## src/rtl/pgr_pkg.sv

```systemverilog
package pgr_pkg;

  typedef enum logic [3:0] {
    S_BOOT, S_IDLE, S_REJ,
    S_STG_GO, S_STG_W, S_MARK,
    S_ERS_GO, S_ERS_W,
    S_RST_GO, S_RST_W, S_UNMARK, S_FIN
  } seq_state_t;

  localparam logic [1:0] OP_NONE    = 2'd0;
  localparam logic [1:0] OP_STAGE   = 2'd1;
  localparam logic [1:0] OP_ERASE   = 2'd2;
  localparam logic [1:0] OP_RESTORE = 2'd3;

endpackage

```

## src/rtl/sector_pick.sv

```systemverilog
module sector_pick #(
  parameter int N  = 16,
  parameter int IW = $clog2(N)
) (
  input  logic [N-1:0] mask,
  input  logic [IW:0]  from,
  output logic         hit,
  output logic [IW-1:0] idx
);
  // lowest set bit at or above 'from'
  always_comb begin
    hit = 1'b0;
    idx = '0;
    for (int i = N - 1; i >= 0; i--) begin
      if (mask[i] && (32'(i) >= 32'(from))) begin
        hit = 1'b1;
        idx = IW'(i);
      end
    end
  end
endmodule

```

## src/rtl/mask_class.sv

```systemverilog
module mask_class #(
  parameter int N = 16
) (
  input  logic [N-1:0] mask,
  output logic         none,
  output logic         all
);
  assign none = ~|mask;
  assign all  = &mask;
endmodule

```

## src/rtl/page_reclaim_seq.sv

```systemverilog
module page_reclaim_seq
  import pgr_pkg::*;
#(
  parameter int SECTORS = 16,
  parameter int PAGE_W  = 8
) (
  input  logic                       clk,
  input  logic                       rst_n,
  input  logic                       req_i,
  input  logic [PAGE_W-1:0]          req_page_i,
  input  logic [SECTORS-1:0]         req_keep_i,
  output logic                       busy_o,
  output logic                       done_o,
  output logic                       reject_o,
  output logic                       op_start_o,
  output logic [1:0]                 op_code_o,
  output logic [PAGE_W-1:0]          op_page_o,
  output logic [$clog2(SECTORS)-1:0] op_sector_o,
  input  logic                       op_done_i,
  output logic [SECTORS-1:0]         keep_o,
  output logic                       mark_set_o,
  output logic                       mark_clr_o,
  input  logic                       mark_i,
  input  logic [PAGE_W-1:0]          mark_page_i,
  input  logic [SECTORS-1:0]         mark_keep_i
);
  localparam int IW = $clog2(SECTORS);

  seq_state_t         state, nstate;
  logic [PAGE_W-1:0]  page_q;
  logic [SECTORS-1:0] keep_q;
  logic [IW-1:0]      sec_q;

  // scan for next kept sector
  logic [SECTORS-1:0] pk_mask;
  logic [IW:0]        pk_from;
  logic               pk_hit;
  logic [IW-1:0]      pk_idx;

  assign pk_mask = (state == S_IDLE) ? req_keep_i : keep_q;
  assign pk_from = (state == S_STG_W || state == S_RST_W) ? ({1'b0, sec_q} + 1'b1) : '0;

  sector_pick #(.N(SECTORS), .IW(IW)) u_pick (
    .mask(pk_mask), .from(pk_from), .hit(pk_hit), .idx(pk_idx)
  );

  logic req_none, req_all, keep_none, keep_all_unused;
  mask_class #(.N(SECTORS)) u_req_cls (.mask(req_keep_i), .none(req_none), .all(req_all));
  mask_class #(.N(SECTORS)) u_keep_cls (.mask(keep_q), .none(keep_none), .all(keep_all_unused));

  // named events
  logic stage_go, erase_go, restore_go, accept;
  assign stage_go   = (state == S_STG_GO);
  assign erase_go   = (state == S_ERS_GO);
  assign restore_go = (state == S_RST_GO);
  assign accept     = (state == S_IDLE) && req_i;

  always_comb begin
    nstate = state;
    unique case (state)
      S_BOOT:   nstate = mark_i ? S_ERS_GO : S_IDLE;
      S_IDLE:   if (req_i) nstate = req_all ? S_REJ : (req_none ? S_ERS_GO : S_STG_GO);
      S_REJ:    nstate = S_IDLE;
      S_STG_GO: nstate = S_STG_W;
      S_STG_W:  if (op_done_i) nstate = pk_hit ? S_STG_GO : S_MARK;
      S_MARK:   nstate = S_ERS_GO;
      S_ERS_GO: nstate = S_ERS_W;
      S_ERS_W:  if (op_done_i) nstate = pk_hit ? S_RST_GO : S_FIN;
      S_RST_GO: nstate = S_RST_W;
      S_RST_W:  if (op_done_i) nstate = pk_hit ? S_RST_GO : S_UNMARK;
      S_UNMARK: nstate = S_FIN;
      S_FIN:    nstate = S_IDLE;
      default:  nstate = S_IDLE;
    endcase
  end

  always_ff @(posedge clk) begin
    if (!rst_n) begin
      state  <= S_BOOT;
      page_q <= '0;
      keep_q <= '0;
      sec_q  <= '0;
    end else begin
      state <= nstate;
      if (state == S_BOOT && mark_i) begin
        page_q <= mark_page_i;
        keep_q <= mark_keep_i;
      end
      if (accept && !req_all) begin
        page_q <= req_page_i;
        keep_q <= req_keep_i;
        sec_q  <= pk_idx;
      end
      if ((state == S_STG_W || state == S_ERS_W || state == S_RST_W) && op_done_i && pk_hit)
        sec_q <= pk_idx;
    end
  end

  assign busy_o      = (state != S_IDLE);
  assign done_o      = (state == S_FIN);
  assign reject_o    = (state == S_REJ);
  assign mark_set_o  = (state == S_MARK);
  assign mark_clr_o  = (state == S_UNMARK);
  assign op_start_o  = stage_go || erase_go || restore_go;
  assign op_code_o   = stage_go ? OP_STAGE : erase_go ? OP_ERASE : restore_go ? OP_RESTORE : OP_NONE;
  assign op_page_o   = page_q;
  assign op_sector_o = sec_q;
  assign keep_o      = keep_q;

  // erase only with marker stored or nothing to keep
  assert_erase_guard_R3: assert property (@(posedge clk) disable iff (!rst_n)
    erase_go |-> (mark_i || keep_none));

  // copy and program-back touch only kept sectors
  assert_kept_only_R2: assert property (@(posedge clk) disable iff (!rst_n)
    (stage_go || restore_go) |-> keep_q[sec_q]);

  assert_start_pulse_R1: assert property (@(posedge clk) disable iff (!rst_n)
    op_start_o |=> !op_start_o);

  assert_done_pulse_R7: assert property (@(posedge clk) disable iff (!rst_n)
    done_o |=> !done_o);

  assert_reject_quiet_R6: assert property (@(posedge clk) disable iff (!rst_n)
    reject_o |-> (!op_start_o && !done_o) ##1 !busy_o);

  assert_busy_hold_R8: assert property (@(posedge clk) disable iff (!rst_n)
    (busy_o && state != S_BOOT && !done_o && !reject_o) |=> ($stable(page_q) && $stable(keep_q)));

endmodule

```

## config.mk

```make
export PLATFORM = sky130hd
export DESIGN_NAME = page_reclaim_seq
export DESIGN_NICKNAME = d
export VERILOG_FILES = /design/src/rtl/pgr_pkg.sv /design/src/rtl/sector_pick.sv /design/src/rtl/mask_class.sv /design/src/rtl/page_reclaim_seq.sv
export SDC_FILE = /design/constraint.sdc
export NUM_CORES = 1
export LEC_CHECK = 0
export BUFFER_PORTS_ARGS = -buffer_cell sky130_fd_sc_hd__buf_4
export CORE_UTILIZATION = 50
export DETAILED_ROUTE_END_ITERATION = 8
export GPL_TIMING_DRIVEN = 0
export PLACE_DENSITY_LB_ADDON = 0.2
export SLEW_MARGIN = 20
export SYNTH_ARGS = -nofsm -noshare
export SYNTH_HDL_FRONTEND = slang
export SYNTH_HIERARCHICAL = 1
export SYNTH_SLANG_ARGS = --single-unit
export TNS_END_PERCENT = 20
```

## constraint.sdc

```tcl
create_clock -name clk -period 5.7 [get_ports clk]
set_input_delay 0.57 -clock clk [delete_from_list [all_inputs] [get_ports clk]]
set_output_delay 0.57 -clock clk [all_outputs]
set_load 0.005 [all_outputs]
```

==> impl_metrics.json <==
{
  "initial_core_util": 0.531,
  "synth_area_in_simple_gates": 0.262,
  "synthTopCellsByArea": "dfxtp_1 (25%), mux2i_1 (9.8%), o211a_1 (7.4%), mux2_2 (7.0%), nand2_1 (6.3%)",
  "tritoncts.num_buffers": 5,
  "min_path_type": "flip-flop to flip-flop",
  "timing_worst_setup_path_type": "flip-flop to flip-flop",
  "dieArea_um2": 5410,
  "timing.fmax_ghz": 0.255,
  "timing_hold_violations_final": 0,
  "post_synth_instance_area_um2": 2560,
  "first_global_vias": 2595,
  "dpl_cell_area_um2": 3300,
  "timing.critical_path.required_ps": 5880,
  "internal_power_mw": 0.960,
  "fp-row-count": 25,
  "drt-pass1-iter-count": 5,
  "dr_total_vias": 2878,
  "pwr-share-comb": 0.654,
  "ys.flop_type": "dfxtp_1",
  "initialDrtViolationCount": 231,
  "post-synth-top-area-cell": "dfxtp_1",
  "routed_wirelength_um": 7910,
  "syn_nets": 374,
  "r2r_start": "state[2]$_SDFFE_PN0P_",
  "gp_routability_congestion": 0.948,
  "grt_pass1_wl_um": 12500,
  "synth.top_cell.area_share": 0.250,
  "cts_repair_resize_count": 0,
  "leakage_power_nw": 1.78,
  "grt_antenna_before_repair": 0,
  "postSynthAreaPerCell_um2": 8.00,
  "stdcell_area_um2": 3410,
  "port_buffers": 88,
  "combinational_family_with_the_most_area_after_synthesis": "simple AND/OR/NAND/NOR gates",
  "synth-adder-area-share": 0.00489,
  "yosys.cell_types.count": 55,
  "crit_path_start": "state[2]$_SDFFE_PN0P_",
  "drive_above_1_share": 0.329,
  "wp_data_arrival_ps": 4100,
  "max_cap_violations": 0,
  "die_h_um": 73.5,
  "global_route.overflow_total": 0,
  "clk_transition_reported_paths_ps": 70,
  "cts_post_setup_buffers_inserted": 0,
  "avgRoutedWirePerCell_um": 16.4,
  "synth_sequential_area_ratio": 0.250,
  "final.fill_count": 410,
  "run_status": "completed",
  "min_period_over_period": 0.687,
  "tritoncts": "yes",
  "whs_ps": 507,
  "power.sequential.fraction": 0.214,
  "worst_clock_skew_ps": 8.77,
  "die_w_um": 73.5,
  "synth.ff_latch_count": 32,
  "setup_viol": 0,
  "num_antenna_cells": 0,
  "min_period_ps": 3920,
  "synth.mux.area_fraction": 0.168,
  "clk-insertion-delay-late_ps": 290,
  "detail_placement_hpwl_um": 6150,
  "synth_xor_xnor_area_share": 0.00685,
  "grt.total_usage": 0.297,
  "endpoint_kind_of_the_worst_setup_timing_path": "flip-flop",
  "switching_share_of_total_power": 0.432,
  "synth.yosys.warnings": 6,
  "multi_input_comb_area_um2": 1760,
  "pwr-share-clk": 0.132,
  "synth_compound_area_frac": 0.244,
  "power_per_cell_area_nw_per_um2": 495,
  "syn_to_final_growth_pct": 33.4,
  "setup.worst_path.start_class": "flip-flop",
  "hold_start": "op_sector_o[1]$_SDFFE_PN0P_",
  "timing.setup.tns_ps": 0,
  "drc_violation_count_after_routing": 0,
  "grt_max_degree": 12,
  "clk_path_buf_depth": 2,
  "worstPathMaxFanout": 10,
  "report.final.slew_viol_count": 0,
  "power.net_switching_mw": 0.732,
  "cts_hold_buf": 0,
  "floorplan.io_pins": 89,
  "vdd_drop_max_mv": 0.280,
  "layout_setup_ws_ps": 1780,
  "worst_pin_slew_ps": 597,
  "nNetsFinal": 469,
  "cts.root.buffer_cell": "clkbuf_8",
  "p_total_mw": 1.69,
  "worst_slew_margin_rel": 0.600,
  "cts_sinks": 32,
  "rsz0062_at_grt": "false",
  "post_synth_inst_count": 320,
  "route.antenna.remaining_nets": 0,
  "drt-vias-per-instance": 5.96,
  "ff_latch_area_um2": 641,
  "detailedPlace.worstSlack_ps": 1860,
  "cts.htree.levels": 2,
  "core_region_area_um2": 4820,
  "synth_async_sr_flop_share": 0,
  "synth_enable_flop_cells": 0
}
-- cell usage in the layout (no fill, tap or decap), types with 2 or more instances in the layout --
| cell | n |
|---|---|
| mux2i_1 | 25 |
| buf_6 | 2 |
| o221a_2 | 2 |
| and3b_1 | 2 |
| nor2_1 | 21 |
| dfxtp_1 | 32 |
| buf_4 | 91 |
| nand3b_1 | 7 |
| nand4_1 | 8 |
| nand2b_1 | 5 |
| buf_1 | 4 |
| o31ai_1 | 2 |
| mux2_2 | 16 |
| and3_1 | 2 |
| buf_2 | 9 |
| nor3_1 | 8 |
| nand2_1 | 43 |
| inv_1 | 9 |
| o211a_1 | 19 |
| a21oi_1 | 9 |
| a21boi_0 | 3 |
| a22oi_1 | 3 |
| o211ai_1 | 3 |
| a211oi_1 | 5 |
| o22ai_1 | 3 |
| clkbuf_1 | 6 |
| nand3_1 | 12 |
| nor4_1 | 7 |
| o21ai_0 | 18 |
| nor2b_1 | 7 |
| clkbuf_8 | 5 |
-- power groups by stage --
stage	logic [mW]	registers [mW]	clock network [mW]
CTS	1.10	0.360	0.225
global route	1.21	0.371	0.231
global placement	1.07	0.363	0
finish	1.11	0.362	0.223
detailed placement	1.09	0.365	0
floorplan	0.759	0.360	0
-- cells by family after synthesis --
group / count (synthesis)
DFF: 32
adders and majority gates: 1
muxes: 41
xor gates and xnor gates: 2
AOI/OAI and AO/OA: 82
buffers and inverters: 33
and+or+nand+nor: 129
-- final cells by class --
cell class | count | share of cell area
Inverter | 9 | 0.00989
Sequential cell | 32 | 0.188
Clock inverter | 3 | 0.0125
Timing Repair Buffer | 88 | 0.193
Multi-Input combinational cell | 255 | 0.514
Tap cell | 67 | 0.0246
Clock buffer | 5 | 0.0202
Buffer | 24 | 0.0374
-- synth_stat cells (8+ instances only) --
cell / instances
nor3_1: 8
nand2_1: 43
nand4_1: 8
o21ai_0: 18
nor2_1: 21
mux2_2: 16
buf_2: 9
a21oi_1: 9
mux2i_1: 25
inv_1: 9
nand3_1: 12
dfxtp_1: 32
o211a_1: 19
-- worst max-delay path, stage by stage (launching register included) --
cell and delay, ps:
dfxtp_1 370, buf_2 240, buf_1 370, nand2_1 180
o21ai_0 230, nand2_1 140, nor2_1 320, buf_2 250
nand3b_1 170, nand4_1 140, nor3_1 330, nand2b_1 220
o21ai_0 180, o21ai_0 110, a221o_1 300, a31o_2 250
-- registers in the layout, summed over array words and instances (netlist names) --
register     count
keep_o          16
op_sector_o      4
op_page_o        8
state            4
-- path summary, 6_finish.rpt --
| check | depth (start not counted) | slack (ps) | to |
|---|---|---|---|
| max | 15 | 1780 | state[1]$_SDFFE_PN0P_ |
| min | 2 | 510 | op_sector_o[1]$_SDFFE_PN0P_ |
| max reg2reg | 15 | 1780 | state[1]$_SDFFE_PN0P_ |
| min reg2reg | 2 | 510 | op_sector_o[1]$_SDFFE_PN0P_ |
-- routing by layer --
layer	track usage	vias to the layer above	share of wire
met4	0.0855	0	0.014
li1	-	1378	-
met1	0.400	1365	0.44
met3	0.0508	12	0.076
met2	0.485	123	0.47
met5	0	-	0
-- metrics by stage --
stage / utilization / std cells
3_5_place_dp: 0.686 / 475
6_report: 0.709 / 483
5_1_grt: 0.709 / 483
3_3_place_gp: 0.686 / 475
4_1_cts: 0.709 / 483
2_1_floorplan: - / 320
Note: power is estimated with default switching activity, not from simulation.
